## src/rtl/i2cq_pkg.sv

```systemverilog
`timescale 1ns/1ps
package i2cq_pkg;
  localparam logic [31:0] IDENT_VALUE = 32'h4457_0140;
  localparam int CMD_W = 10;
  localparam int CMD_RD_BIT = 8;
  localparam int CMD_STOP_BIT = 9;

  localparam logic [2:0] A_DATA   = 3'd0;
  localparam logic [2:0] A_CTRL   = 3'd1;
  localparam logic [2:0] A_ENSTAT = 3'd2;
  localparam logic [2:0] A_TARGET = 3'd3;
  localparam logic [2:0] A_STATUS = 3'd4;
  localparam logic [2:0] A_RAW    = 3'd5;
  localparam logic [2:0] A_CLR    = 3'd6;
  localparam logic [2:0] A_IDENT  = 3'd7;

  typedef enum logic [2:0] {
    EN_IDLE, EN_START, EN_BYTE, EN_ACK, EN_HOLD, EN_STOP
  } eng_state_t;
endpackage

```

## src/rtl/i2cq_fifo.sv

```systemverilog
`timescale 1ns/1ps
module i2cq_fifo #(
  parameter int W = 8,
  parameter int DEPTH = 8
) (
  input  logic         clk,
  input  logic         rst_n,
  input  logic         push,
  input  logic [W-1:0] wdata,
  input  logic         pop,
  output logic [W-1:0] rdata,
  output logic         empty,
  output logic         full
);
  localparam int AW = (DEPTH > 1) ? $clog2(DEPTH) : 1;
  localparam int CW = $clog2(DEPTH + 1);
  localparam logic [AW-1:0] LAST = AW'(DEPTH - 1);

  logic [W-1:0]  mem [DEPTH];
  logic [AW-1:0] wp_q, rp_q, wp_d, rp_d;
  logic [CW-1:0] cnt_q, cnt_d;
  logic          do_push, do_pop;

  assign empty   = (cnt_q == '0);
  assign full    = (cnt_q == CW'(DEPTH));
  assign do_push = push && !full;
  assign do_pop  = pop && !empty;
  assign rdata   = mem[rp_q];

  always_comb begin
    wp_d  = wp_q;
    rp_d  = rp_q;
    cnt_d = cnt_q;
    if (do_push) wp_d = (wp_q == LAST) ? '0 : wp_q + 1'b1;
    if (do_pop)  rp_d = (rp_q == LAST) ? '0 : rp_q + 1'b1;
    if (do_push && !do_pop)      cnt_d = cnt_q + 1'b1;
    else if (do_pop && !do_push) cnt_d = cnt_q - 1'b1;
  end

  always_ff @(posedge clk or negedge rst_n) begin
    if (!rst_n) begin
      wp_q  <= '0;
      rp_q  <= '0;
      cnt_q <= '0;
    end else begin
      wp_q  <= wp_d;
      rp_q  <= rp_d;
      cnt_q <= cnt_d;
    end
  end

  always_ff @(posedge clk) begin
    if (do_push) mem[wp_q] <= wdata;
  end
endmodule

```

## src/rtl/i2cq_tick.sv

```systemverilog
`timescale 1ns/1ps
module i2cq_tick #(
  parameter int DIV = 8
) (
  input  logic clk,
  input  logic rst_n,
  output logic tick
);
  localparam int CW = (DIV > 2) ? $clog2(DIV) : 1;
  localparam logic [CW-1:0] LAST = CW'(DIV - 1);

  logic [CW-1:0] cnt_q, cnt_d;

  assign tick  = (cnt_q == LAST);
  assign cnt_d = tick ? '0 : cnt_q + 1'b1;

  always_ff @(posedge clk or negedge rst_n) begin
    if (!rst_n) cnt_q <= '0;
    else        cnt_q <= cnt_d;
  end
endmodule

```

## src/rtl/i2cq_engine.sv

```systemverilog
`timescale 1ns/1ps
module i2cq_engine
  import i2cq_pkg::*;
(
  input  logic             clk,
  input  logic             rst_n,
  input  logic             tick,
  input  logic             enable,
  input  logic [6:0]       target,
  input  logic             cmd_ne,
  input  logic [CMD_W-1:0] cmd_word,
  output logic             cmd_pop,
  output logic             rx_push,
  output logic [7:0]       rx_byte,
  output logic             idle,
  output logic             stop_done,
  output logic             scl_oe,
  output logic             sda_oe,
  input  logic             sda_in
);
  eng_state_t state_q, state_d;
  logic [1:0] q_q, q_d;
  logic [2:0] bit_q, bit_d;
  logic [7:0] sh_q, sh_d;
  logic       rd_q, rd_d;
  logic       addr_q, addr_d;
  logic       last_q, last_d;
  logic       rs_q, rs_d;
  logic       decide, load;
  logic       rx_phase;

  assign idle     = (state_q == EN_IDLE);
  assign rx_byte  = {sh_q[6:0], sda_in};
  assign rx_phase = rd_q && !addr_q;

  always_comb begin
    state_d   = state_q;
    q_d       = q_q;
    bit_d     = bit_q;
    sh_d      = sh_q;
    rd_d      = rd_q;
    addr_d    = addr_q;
    last_d    = last_q;
    rs_d      = rs_q;
    cmd_pop   = 1'b0;
    rx_push   = 1'b0;
    stop_done = 1'b0;
    decide    = 1'b0;
    load      = 1'b0;
    case (state_q)
      EN_IDLE: begin
        if (enable && cmd_ne) begin
          state_d = EN_START;
          q_d     = 2'd0;
          rs_d    = 1'b0;
        end
      end
      EN_START: begin
        if (tick) begin
          if (q_q == 2'd3) begin
            state_d = EN_BYTE;
            q_d     = 2'd0;
            bit_d   = 3'd7;
            sh_d    = {target, cmd_word[CMD_RD_BIT]};
            rd_d    = cmd_word[CMD_RD_BIT];
            addr_d  = 1'b1;
          end else begin
            q_d = q_q + 2'd1;
          end
        end
      end
      EN_BYTE: begin
        if (tick) begin
          if (q_q == 2'd3) begin
            sh_d = {sh_q[6:0], sda_in};
            q_d  = 2'd0;
            if (bit_q == 3'd0) begin
              state_d = EN_ACK;
              rx_push = rx_phase;
            end else begin
              bit_d = bit_q - 3'd1;
            end
          end else begin
            q_d = q_q + 2'd1;
          end
        end
      end
      EN_ACK: begin
        if (tick) begin
          if (q_q == 2'd3) begin
            q_d = 2'd0;
            if (addr_q)      load = 1'b1;
            else if (last_q) state_d = EN_STOP;
            else             decide = 1'b1;
          end else begin
            q_d = q_q + 2'd1;
          end
        end
      end
      EN_HOLD: begin
        if (cmd_ne) begin
          decide = 1'b1;
        end else if (!enable) begin
          state_d = EN_STOP;
          q_d     = 2'd0;
        end
      end
      EN_STOP: begin
        if (tick) begin
          if (q_q == 2'd3) begin
            state_d   = EN_IDLE;
            q_d       = 2'd0;
            stop_done = 1'b1;
          end else begin
            q_d = q_q + 2'd1;
          end
        end
      end
      default: state_d = EN_IDLE;
    endcase

    if (decide) begin
      if (!cmd_ne) begin
        state_d = EN_HOLD;
      end else if (cmd_word[CMD_RD_BIT] != rd_q) begin
        state_d = EN_START;
        q_d     = 2'd0;
        rs_d    = 1'b1;
      end else begin
        load = 1'b1;
      end
    end

    if (load) begin
      state_d = EN_BYTE;
      q_d     = 2'd0;
      bit_d   = 3'd7;
      sh_d    = cmd_word[7:0];
      last_d  = cmd_word[CMD_STOP_BIT];
      addr_d  = 1'b0;
      cmd_pop = 1'b1;
    end
  end

  always_comb begin
    scl_oe = 1'b0;
    sda_oe = 1'b0;
    case (state_q)
      EN_START: begin
        scl_oe = rs_q && (q_q == 2'd0);
        sda_oe = q_q[1];
      end
      EN_BYTE: begin
        scl_oe = !q_q[1];
        sda_oe = rx_phase ? 1'b0 : !sh_q[7];
      end
      EN_ACK: begin
        scl_oe = !q_q[1];
        sda_oe = rx_phase ? !last_q : 1'b0;
      end
      EN_HOLD: begin
        scl_oe = 1'b1;
      end
      EN_STOP: begin
        scl_oe = (q_q == 2'd0);
        sda_oe = !q_q[1];
      end
      default: ;
    endcase
  end

  always_ff @(posedge clk or negedge rst_n) begin
    if (!rst_n) begin
      state_q <= EN_IDLE;
      q_q     <= 2'd0;
      bit_q   <= 3'd0;
      sh_q    <= 8'd0;
      rd_q    <= 1'b0;
      addr_q  <= 1'b0;
      last_q  <= 1'b0;
      rs_q    <= 1'b0;
    end else begin
      state_q <= state_d;
      q_q     <= q_d;
      bit_q   <= bit_d;
      sh_q    <= sh_d;
      rd_q    <= rd_d;
      addr_q  <= addr_d;
      last_q  <= last_d;
      rs_q    <= rs_d;
    end
  end
endmodule

```

## src/rtl/i2cq_master.sv

```systemverilog
`timescale 1ns/1ps
module i2cq_master
  import i2cq_pkg::*;
#(
  parameter int TICK_DIV  = 8,
  parameter int CMD_DEPTH = 8,
  parameter int RX_DEPTH  = 8
) (
  input  logic             clk,
  input  logic             rst_n,
  input  logic             reg_wr,
  input  logic             reg_rd,
  input  logic [2:0]       reg_addr,
  input  logic [CMD_W-1:0] reg_wdata,
  output logic [31:0]      reg_rdata,
  output logic             scl_oe,
  output logic             sda_oe,
  input  logic             sda_in
);
  logic             tick;
  logic             en_ctl, en_st, raw_stop;
  logic [6:0]       tgt;
  logic             cmd_push, cmd_pop, cmd_empty, cmd_full, cmd_ne;
  logic [CMD_W-1:0] cmd_word;
  logic             rx_push, rx_pop, rx_empty, rx_full;
  logic [7:0]       rx_byte, rx_head;
  logic             eng_idle, stop_done;
  logic             wr_ctl, wr_tgt, rd_clr;

  assign cmd_push = reg_wr && (reg_addr == A_DATA);
  assign rx_pop   = reg_rd && (reg_addr == A_DATA);
  assign wr_ctl   = reg_wr && (reg_addr == A_CTRL);
  assign wr_tgt   = reg_wr && (reg_addr == A_TARGET) && !en_ctl && !en_st;
  assign rd_clr   = reg_rd && (reg_addr == A_CLR);
  assign cmd_ne   = !cmd_empty;

  i2cq_tick #(.DIV(TICK_DIV)) u_tick (
    .clk(clk), .rst_n(rst_n), .tick(tick)
  );

  i2cq_fifo #(.W(CMD_W), .DEPTH(CMD_DEPTH)) u_cmdq (
    .clk(clk), .rst_n(rst_n), .push(cmd_push), .wdata(reg_wdata),
    .pop(cmd_pop), .rdata(cmd_word), .empty(cmd_empty), .full(cmd_full)
  );

  i2cq_fifo #(.W(8), .DEPTH(RX_DEPTH)) u_rxq (
    .clk(clk), .rst_n(rst_n), .push(rx_push), .wdata(rx_byte),
    .pop(rx_pop), .rdata(rx_head), .empty(rx_empty), .full(rx_full)
  );

  i2cq_engine u_eng (
    .clk(clk), .rst_n(rst_n), .tick(tick), .enable(en_ctl), .target(tgt),
    .cmd_ne(cmd_ne), .cmd_word(cmd_word), .cmd_pop(cmd_pop),
    .rx_push(rx_push), .rx_byte(rx_byte), .idle(eng_idle),
    .stop_done(stop_done), .scl_oe(scl_oe), .sda_oe(sda_oe), .sda_in(sda_in)
  );

  always_ff @(posedge clk or negedge rst_n) begin
    if (!rst_n) begin
      en_ctl   <= 1'b0;
      en_st    <= 1'b0;
      tgt      <= 7'd0;
      raw_stop <= 1'b0;
    end else begin
      if (wr_ctl)   en_ctl <= reg_wdata[0];
      if (eng_idle) en_st  <= en_ctl;
      if (wr_tgt)   tgt    <= reg_wdata[6:0];
      if (stop_done)   raw_stop <= 1'b1;
      else if (rd_clr) raw_stop <= 1'b0;
    end
  end

  always_comb begin
    reg_rdata = 32'd0;
    case (reg_addr)
      A_DATA:   reg_rdata = {24'd0, rx_empty ? 8'd0 : rx_head};
      A_CTRL:   reg_rdata = {31'd0, en_ctl};
      A_ENSTAT: reg_rdata = {31'd0, en_st};
      A_TARGET: reg_rdata = {25'd0, tgt};
      A_STATUS: reg_rdata = {28'd0, !rx_empty, cmd_empty, !cmd_full, !eng_idle};
      A_RAW:    reg_rdata = {31'd0, raw_stop};
      A_CLR:    reg_rdata = {31'd0, raw_stop};
      A_IDENT:  reg_rdata = IDENT_VALUE;
      default:  reg_rdata = 32'd0;
    endcase
  end

  logic unused_rx_full;
  assign unused_rx_full = rx_full;
endmodule

```

## config.mk

```make
export PLATFORM = sky130hd
export DESIGN_NAME = i2cq_master
export DESIGN_NICKNAME = d
export VERILOG_FILES = /design/src/rtl/i2cq_pkg.sv /design/src/rtl/i2cq_fifo.sv /design/src/rtl/i2cq_tick.sv /design/src/rtl/i2cq_engine.sv /design/src/rtl/i2cq_master.sv
export SDC_FILE = /design/constraint.sdc
export NUM_CORES = 1
export LEC_CHECK = 0
export BUFFER_PORTS_ARGS = -buffer_cell sky130_fd_sc_hd__buf_2
export CAP_MARGIN = 20
export CORE_AREA = 2 2 156 158
export CTS_CLUSTER_DIAMETER = 40
export DETAILED_ROUTE_END_ITERATION = 16
export DIE_AREA = 0 0 158 160
export PLACE_DENSITY = 0.66
export SETUP_SLACK_MARGIN = 0.1
export SKIP_LAST_GASP = 1
export SYNTH_ARGS = -nofsm -noshare
export SYNTH_HDL_FRONTEND = slang
export SYNTH_HIERARCHICAL = 1
export SYNTH_SLANG_ARGS = --single-unit
```

## constraint.sdc

```tcl
create_clock -name clk -period 4.7 [get_ports clk]
set_clock_uncertainty 0.1 [all_clocks]
set_input_delay 0.235 -clock clk [delete_from_list [all_inputs] [get_ports clk]]
set_output_delay 0.235 -clock clk [all_outputs]
set_load 0.02 [all_outputs]
```

======== After elaboration in Yosys (flattened, before gate mapping) ========
Memory sizes are Yosys's and may differ from the RTL's.
Cells that the tools add are included.
cells by class
  equal/unequal tests ..................... 26
  add/subtract/negate cells ............... 11
  muxes and demuxes ....................... 93
  reduce and logical (&&, ||, !) cells .... 53
operators with widths
  operator                                                                  count
  32-bit case mux with 7 select lines                                       1
  3-bit 2-to-1 mux                                                          29
  8-bit 2-to-1 mux                                                          6
  1-bit 2-to-1 mux                                                          37
  3-bit == test (second input constant)                                     11
  1-bit logical AND                                                         18
  2-bit 2-to-1 mux                                                          9
  3-bit case mux with 6 select lines                                        1
  4-bit 2-to-1 mux                                                          4
  8-bit case mux with 2 select lines                                        1
  3-bit by 1-bit adder with 3-bit output (second input constant)            5
  1-bit logical NOT                                                         15
  3-bit by 2-bit == test with 1-bit output (second input constant)          4
  2-bit nonzero test                                                        6
  3-bit logical NOT                                                         3
  3-bit by 2-bit inequality test with 1-bit output (second input constant)  3
  4-bit by 1-bit adder with 4-bit output (second input constant)            2
  4-bit == test (second input constant)                                     2
  4-bit logical NOT                                                         2
  1-bit case mux with 4 select lines                                        2
  4-bit by 1-bit subtractor with 4-bit output (second input constant)       2
  3-bit by 1-bit == test with 1-bit output (second input constant)          2
  3-bit by 1-bit inequality test with 1-bit output (second input constant)  2
  2-bit case mux with 3 select lines                                        1
  13 further kinds                                                          15
word-level totals
  memories ................................ 2
  bits of input ports ..................... 18
  register bits after elaboration ......... 53
  output and inout bits ................... 34
  word-level logic and storage cells ...... 204
  memory bits (writable) .................. 144
memories
  name        words  bits a word  rd ports  clocked after Yosys merged registers in  wr ports  line             source
  u_cmdq.mem  8      10           1         0                                        1         i2cq_fifo.sv:19  logic [W-1:0] mem [DEPTH];
  u_rxq.mem   8      8            1         0                                        1         i2cq_fifo.sv:19

======== Logic depth before layout (Yosys ltp) ========
Gate-level depths: netlist of the first run.
  depth after elaboration ................. 12
  gate-level depth with buffers ........... 14
  depth with buffers taken out ............ 13

======== Hierarchy ========
Netlist of the first run, hierarchy kept.
modules (own cells, without submodules)
  module              instances  cells each  area an instance (um^2)  seq. area each (um^2)
  i2cq_fifo (u_cmdq)  1          179         3753.6                   2652.5
  i2cq_fifo (u_rxq)   1          157         3133.0                   2172.1
  i2cq_engine         1          162         1519.0                   500.5
  i2cq_master         1          82          813.3                    250.2
  i2cq_tick           1          6           103.8                    75.1

======== Worst setup path before layout of the first run ========
Ideal clock, no wire load.
  kind .................................... reg-to-reg
  start point ............................. register u_cmdq.rp_q[0]
  end point ............................... register u_cmdq.cnt_q[3]
  data arrival time ....................... 3.420 ns
  data required time ...................... 4.469 ns
  path slack .............................. 1.049 ns
  cell stages (with the launch flop) ...... 14
  period minus slack after synthesis ...... 3.651 ns
  buffers on the path ..................... 1
  setup time .............................. 0.131 ns
  cell sequence ........................... dfrtp_1 buf_6 mux4_1 mux2_2 xor2_1 o21a_4 inv_2 o41ai_4 ha_1 inv_1 ha_1 or4_1 o211ai_1 o211ai_1
between the ends
  cells in the longest elaborated chain, start to end .. 10
  elaborated cells on any way between the ends .. 12
  those cells by class .................... 1 x eq/ne; 5 x mux; 5 x reduce/logical; 1 x memory
ends and longest elaborated chain
  item                                                    line                source
  start: declaration                                      i2cq_fifo.sv:20     logic [AW-1:0] wp_q, rp_q, wp_d, rp_d;
  start signal: assignment                                i2cq_fifo.sv:47     rp_q <= rp_d;
  memory 8 x 10 bit (*)                                   -
  net cmd_word[8]                                         i2cq_master.sv:24   logic [CMD_W-1:0] cmd_word;
  1-bit inequality test (*)                               i2cq_engine.sv:125  end else if (cmd_word[CMD_RD_BIT] != rd_q) begin
  1-bit 2-to-1 mux (*)                                    i2cq_engine.sv:125
  1-bit 2-to-1 mux (*)                                    i2cq_engine.sv:123  if (!cmd_ne) begin
  1-bit 2-to-1 mux (*)                                    i2cq_engine.sv:122  if (decide) begin
  1-bit 2-to-1 mux (*)                                    i2cq_engine.sv:134  if (load) begin
  net cmd_pop                                             i2cq_master.sv:23   logic cmd_push, cmd_pop, cmd_empty, cmd_full, cmd_ne;
  1-bit logical AND (*)                                   i2cq_fifo.sv:27     assign do_pop = pop && !empty;
  1-bit logical NOT                                       i2cq_fifo.sv:36     if (do_push && !do_pop) cnt_d = cnt_q + 1'b1;
  1-bit logical AND                                       i2cq_fifo.sv:36
  4-bit 2-to-1 mux or 2-bit nonzero test (tied branches)  -
  end signal: assignment                                  i2cq_fifo.sv:48     cnt_q <= cnt_d;
  end: declaration                                        i2cq_fifo.sv:21     logic [CW-1:0] cnt_q, cnt_d;
The timed path passes the listed nets; every way through them passes the cells marked *.
A chain may end at the register's enable or synchronous reset.

======== Final worst setup path of the first run ========
Same ends and word-level chain as after synthesis.

==> results of run 1 <==
==> through the flow <==
| stage | worst slack (ps) | cell area, um2 | power [uW] |
|---|---|---|---|
| after floorplan | 1050 | 9380 | 2750 |
| after global placement | 824 | 9670 | 2880 |
| after detailed placement | 656 | 9690 | 2930 |
| after CTS | 644 | 10300 | 4280 |
| after global routing | 379 | 10300 | 4460 |
| final | 635 | 10300 | 4250 |
==> flip-flops by register name, summed over array words and instances, names as in the netlist, 3 cells and up <==
name           count
u_eng/state_q      3
u_rxq/mem         64
u_rxq/rp_q         3
u_cmdq/cnt_q       4
u_tick/cnt_q       3
tgt                7
u_rxq/wp_q         3
u_cmdq/mem        80
u_eng/bit_q        3
u_cmdq/wp_q        3
u_eng/sh_q         8
u_rxq/cnt_q        4
u_cmdq/rp_q        3
==> layout make-up <==
class | instances | share of cell area (%)
Sequential cell | 197 | 54.9
Clock inverter | 14 | 1.17
Inverter | 19 | 0.693
Clock buffer | 18 | 4.17
Multi-Input combinational cell | 328 | 31.6
Timing Repair Buffer | 57 | 3.51
Tap cell | 324 | 3.94
==> routing by layer <==
metal	wire length, um	vias to the layer above	GRT usage [%]
met3	959	24	3.04
met5	0	-	0
met1	8240	2700	21.1
met2	8890	166	24.2
li1	-	2320	-
met4	370	0	5.20
==> power by group through the flow <==
stage | combinational (uW) | sequential, uW | clock (uW)
5_1_grt | 713 | 2290 | 1450
3_3_place_gp | 602 | 2280 | 0
4_1_cts | 637 | 2260 | 1380
2_1_floorplan | 576 | 2180 | 0
6_report | 640 | 2260 | 1350
3_5_place_dp | 630 | 2300 | 0
==> worst max-delay path by stage <==
| stage | startpoint | endpoint |
|---|---|---|
| 4_1_cts | u_cmdq/rp_q[0]$_DFFE_PN0P_ | u_cmdq/cnt_q[3]$_DFFE_PN0P_ |
| 3_5_place_dp | u_cmdq/rp_q[0]$_DFFE_PN0P_ | u_cmdq/cnt_q[3]$_DFFE_PN0P_ |
| 5_1_grt | u_cmdq/rp_q[0]$_DFFE_PN0P_ | u_cmdq/cnt_q[3]$_DFFE_PN0P_ |
| 3_3_place_gp | u_cmdq/rp_q[0]$_DFFE_PN0P_ | u_cmdq/cnt_q[3]$_DFFE_PN0P_ |
| 2_1_floorplan | u_cmdq/rp_q[0]$_DFFE_PN0P_ | u_cmdq/cnt_q[3]$_DFFE_PN0P_ |
| 6_report | u_cmdq/rp_q[0]$_DFFE_PN0P_ | u_cmdq/cnt_q[3]$_DFFE_PN0P_ |
==> impl_metrics.toml, run 1 <==
[critical_path]
required_ps = 4900
cp-end-kind = "flip-flop"
worst_path_max_delay_cell = "mux4_1"
r2r_slack_ps = 630
rr_startpoint = "u_cmdq/rp_q[0]$_DFFE_PN0P_"
critPathMaxStageDelay_ps = 580
critPathKind = "flip-flop to flip-flop"
critical_path.top_delay_family = "multiplexers"
critPathBufInv = 3
start_kind = "flip-flop"
crit_chain = "buf_4 -> mux4_1 -> mux2_2 -> xor2_1 -> o21a_4 -> inv_2 -> o41ai_4 -> ha_1 -> inv_1 -> ha_1 -> or4_1 -> o211ai_1 -> o211ai_1"
rr_worst_depth = 13
worstSetupPathDepth = 13
r2r_end = "u_cmdq/cnt_q[3]$_DFFE_PN0P_"
arrival_ps = 4270
cp_max_fo = 14

[place]
placedCellCount = 920
hpwl_um = 12500
place.gp.congestion = 0.841
port_buffers = 35

[power_and_ir_drop]
internal-power_uw = 3020
power_density_mw_per_mm2 = 413
pwr-share-comb_pct = 15.1
p_switching_uw = 1230
vdd_ir_drop_max_v = 0.000244
clkPwrFrac_pct = 31.7
seqPwrFrac_pct = 53.2
swShare_pct = 28.9
leakage_uw = 0.00381

[sta]
holdWs_ps = 14.6
max_slew_margin_pct = 38.8
worst_slew_pin_slew_ps = 909
drv_slew = 0
setup_tns_ps = 0
max_freq_ghz = 0.246
finalCritPeriodShare_pct = 86.5
rsz0062_at_grt = "false"
hold_viol = 0
min_period_ps = 4070
final-setup-viol-count = 0

[cts]
ctsResizeCount = 0
cts_buffers = 17
h-tree-depth = 4
cts_tree = "built"
insertion_delay_ps = 420
clkTransAtPathRegs_ps = 70
clockRootBuffer = "clkbuf_16"
clockBufferDepth = 2
cts.sinks = 197
hold_buffers = 4
cts_setup_buffers = 0

[grt]
grt_usage_pct = 15.3
grt_pass1_vias = 5228
grt_max_degree = 54
grt_overflow = 0
grt_pass1_wl_um = 29100
antenna_found_initial = 0

[die]
dieArea_mm2 = 0.0253
num_rows = 57
die_w_um = 158
start_util_pct = 39.1
io_pins = 52
die_h_um = 160
coreArea_mm2 = 0.0238

[finish]
drive_above_1_share_pct = 25.6
layout_common_cells = "edfxtp_1, dfrtp_1, mux2_2"
diodes = 0
final-seq-area_mm2 = 0.00565
fill_cells = 2126
area_growth_syn_to_layout_pct = 10.4
final_common_cell = "edfxtp_1"
instances_no_fill = 957
finish.utilization_pct = 43.2
multi_input_area_mm2 = 0.00325
final_nets = 660

[route]
firstDrtPassIters = 5
viasPerCell = 5.44
post_drt_wl_per_cell_um = 19.3
drcViolationCount = 0
drt-total-wl_um = 18500
vias = 5210
antenna_left = 0
first_iter_violations = 611

[synth]
synthCells = 585
synth.avg_cell_area_um2 = 15.9
yosysWarnings = 6
post_synth_instance_area_mm2 = 0.00932

[flow_run]
maxCapViolCount = 0

[worst_hold_path]
hold_depth = 1
worstHoldEndpoint = "u_cmdq/mem[3][1]$_DFFE_PP_"
hp-class = "primary input to flip-flop"
hold_path.startpoint = "reg_wdata[1]"

[outcome]
status = "completed"
Note: power is estimated with default switching activity, not from simulation.
==> run 2: changes to the inputs <==
--- a/config.mk
+++ b/config.mk
@@ -7,14 +7,14 @@
 export LEC_CHECK = 0
 export BUFFER_PORTS_ARGS = -buffer_cell sky130_fd_sc_hd__buf_2
 export CAP_MARGIN = 20
-export CORE_AREA = 2 2 156 158
+export CORE_AREA = 2 2 152 154
 export CTS_CLUSTER_DIAMETER = 40
 export DETAILED_ROUTE_END_ITERATION = 16
-export DIE_AREA = 0 0 158 160
+export DIE_AREA = 0 0 154 156
+export HOLD_SLACK_MARGIN = 0.05
 export PLACE_DENSITY = 0.66
 export SETUP_SLACK_MARGIN = 0.1
 export SKIP_LAST_GASP = 1
 export SYNTH_ARGS = -nofsm -noshare
 export SYNTH_HDL_FRONTEND = slang
-export SYNTH_HIERARCHICAL = 1
 export SYNTH_SLANG_ARGS = --single-unit
==> run 2 against run 1 <==
Against the previous run: sequential cell count did not move; hold slack improved by 160 ps; die area down 5.0%; largest power group unchanged; highest routed layer unchanged; first-iteration DRC count is 49% lower; clock power is 9% higher; count of clock-buffer cells in the layout rose by 3; utilization is 1.7 points higher; sequential power decreased by 3%; area after synthesis shrank 4.7%.
==> impl_metrics.toml, run 2 <==
[sta]
max_freq_ghz = 0.271
hold_viol = 0
finalCritPeriodShare_pct = 78.5
rsz0062_at_grt = "false"
max_slew_margin_pct = 34.4
worst_slew_pin_slew_ps = 981
min_period_ps = 3690
setup_tns_ps = 0
final-setup-viol-count = 0
drv_slew = 0

[synth]
synth_compound_area_share_pct = 5.30
ys_top_cells_by_count = "edfxtp_1, dfrtp_1, mux4_2, nor2_1, nand2_1"
synth.distinct_cells = 64
synth_mux_area_share_pct = 15.6
synth_top_area_share_pct = 48.7
async_flop_share_pct = 26.9
synth_top_family_by_area = "multiplexers"
synth_fa_ha_area_share_pct = 3.41
synthCells = 573
synth.avg_cell_area_um2 = 15.5
synthFlopType = "edfxtp_1"
yosysWarnings = 0
yosysMostFrequentCell = "edfxtp_1"
synth_edf_count = 144
ys_ff_latch = 197
synth_seq_area_share_pct = 63.6
post_synth_instance_area_mm2 = 0.00888
synth_area_leaders = "edfxtp_1, dfrtp_1, mux4_2, mux2i_1, ha_1"
synth-simple-area-share_pct = 6.83
yosysTopAreaCell = "edfxtp_1"
synth_xor_area_share_pct = 1.30

[finish]
area_growth_syn_to_layout_pct = 13.1
regMostFlops = "u_cmdq.mem"
final_nets = 662
instances_no_fill = 919
drive_above_1_share_pct = 22.6
largest_reg_flops = 80
reg.largest.list = "u_cmdq.mem x80, u_rxq.mem x64, u_eng.sh_q x8"
diodes = 0
final_common_cell = "edfxtp_1"
fill_cells = 1932
layout_common_cells = "edfxtp_1, dfrtp_1, buf_2"

[place]
port_buffers = 35
place.gp.congestion = 0.861
placedCellCount = 875
hpwl_um = 11900

[critical_path]
crit_start = "u_tick.cnt_q[0]$_DFF_PN0_"
rr_worst_depth = 14
crit_chain = "ha_1 -> ha_1 -> nand2_1 -> or4b_1 -> a21oi_2 -> a21oi_2 -> ha_1 -> inv_1 -> ha_1 -> a21o_1 -> a21oi_1 -> xnor2_1 -> nor2_1 -> xor2_1"
r2r_slack_ps = 1010
r2r_end = "u_cmdq.cnt_q[3]$_DFFE_PN0P_"
start_kind = "flip-flop"
critPathKind = "flip-flop to flip-flop"
worstSetupPathDepth = 14
rr_startpoint = "u_tick.cnt_q[0]$_DFF_PN0_"
required_ps = 4920
arrival_ps = 3910
cp_max_fo = 12
cp-end-kind = "flip-flop"
critPathCapture = "u_cmdq.cnt_q[3]$_DFFE_PN0P_"
worst_path_max_delay_cell = "or4b_1"
critPathBufInv = 1
critPathMaxStageDelay_ps = 610
crit_path_frequent_cell = "ha_1"
critical_path.top_delay_family = "adder cells"

[route]
vias = 4924
drt-total-wl_um = 17700
antenna_left = 0
drcViolationCount = 0
viasPerCell = 5.36
post_drt_wl_per_cell_um = 19.2
first_iter_violations = 313
firstDrtPassIters = 5

[outcome]
status = "completed"

[grt]
grt_pass1_vias = 4950
grt_usage_pct = 15.4
grt_overflow = 0
grt_max_degree = 54
antenna_found_initial = 0
grt_pass1_wl_um = 27700

[cts]
h-tree-depth = 4
clockRootBuffer = "clkbuf_16"
clockBufferDepth = 2
cts_setup_buffers = 0
clkTransAtPathRegs_ps = 70
cts_tree = "built"
cts.sinks = 197
insertion_delay_ps = 430
cts_buffers = 17

[die]
coreArea_mm2 = 0.0224
die_w_um = 154
die_h_um = 156
start_util_pct = 39.7
dieArea_mm2 = 0.0240
num_rows = 55
io_pins = 52

[worst_hold_path]
hp-class = "primary input to flip-flop"

[power_and_ir_drop]
leakage_uw = 0.00363
vdd_ir_drop_max_v = 0.000259
power_density_mw_per_mm2 = 415

[flow_run]
maxCapViolCount = 0
==> run 2: cell count changes in the layout (fill, tap and decap cells not counted), sizes merged, moves of 5 or more <==
cell	previous run	this run
o21ai	8	13
a31oi	0	5
nand3	13	6
dlygate4sd3	4	12
mux2i	11	33
nand2	24	33
mux2	45	20
nor3	18	13
inv	25	20
nor2	20	34
nor2b	3	8
==> run 2: power by group <==
| group | switching, uW | total [uW] | internal [uW] |
|---|---|---|---|
| logic | 269 | 511 | 242 |
| registers | 194 | 2190 | 2000 |
| clock network | 643 | 1470 | 827 |
| total | 1100 | 4170 | 3070 |
==> run 2: cells by family after synthesis <==
kind of cell               after synthesis
AOI/OAI and AO/OA                       67
xor gates and xnor gates                11
adders and majority gates               23
buffers and inverters                   63
DFF                                    197
muxes                                   89
other                                    1
and+or+nand+nor                        122
==> run 2: how the worst min path moves through the flow <==
| stage | start | end | slack (ps) | cells past startpoint |
|---|---|---|---|---|
| detailed placement | u_tick.cnt_q[0]$_DFF_PN0_ | u_tick.cnt_q[0]$_DFF_PN0_ | 320 | 1 |
| CTS | reg_rd | u_rxq.rp_q[2]$_DFFE_PN0P_ | 160 | 3 |
| global route | reg_rd | raw_stop$_DFFE_PN0P_ | 200 | 4 |
| floorplan | rst_n | en_ctl$_DFFE_PN0P_ | -160 | 0 |
| global placement | rst_n | u_eng.q_q[1]$_DFF_PN0_ | 310 | 2 |
| finish | reg_rd | u_rxq.rp_q[2]$_DFFE_PN0P_ | 170 | 3 |
==> run 2: through the flow <==
stage	setup WS, ps	power, uW	utilization, %	cell area, um2	hold WS, ps
finish	1010	4170	44.9	10000	175
CTS	997	4200	44.9	10000	163
global placement	1150	2700	41.6	9310	312
detailed placement	1010	2730	41.7	9320	318
global route	752	4340	44.9	10000	202
floorplan	1590	2550	-	8930	-161
==> run 2: routing by layer <==
layer	global-route usage, %	wire, um	part of all wire (%)	up-vias
met5	0	0	0	-
met4	6.01	408	2.3	0
met3	3.67	790	4.5	29
met2	26.2	8840	50	119
met1	19.1	7630	43	2511
li1	-	-	-	2265
==> run 2: cell type report <==
type	instances	area (um2)	area share (%)
Tap cell	285	357	3.55
Clock inverter	11	141	1.41
Timing Repair Buffer	62	412	4.10
Multi-Input combinational cell	328	2970	29.6
Inverter	15	56.3	0.560
Sequential cell	197	5650	56.2
Clock buffer	21	460	4.58
==> run 2: what timing repair did <==
item | in CTS | in global routing
resized for setup | 0 | 0
hold buffers | 12 | 0
endpoints found under the setup margin | 0 | 0
hold endpoints to repair | 141 | 0
==> run 2: tightest hold or removal path, stage by stage <==
cell	delay (ps)
buf_2	100
nand2_1	160
mux2_2	180
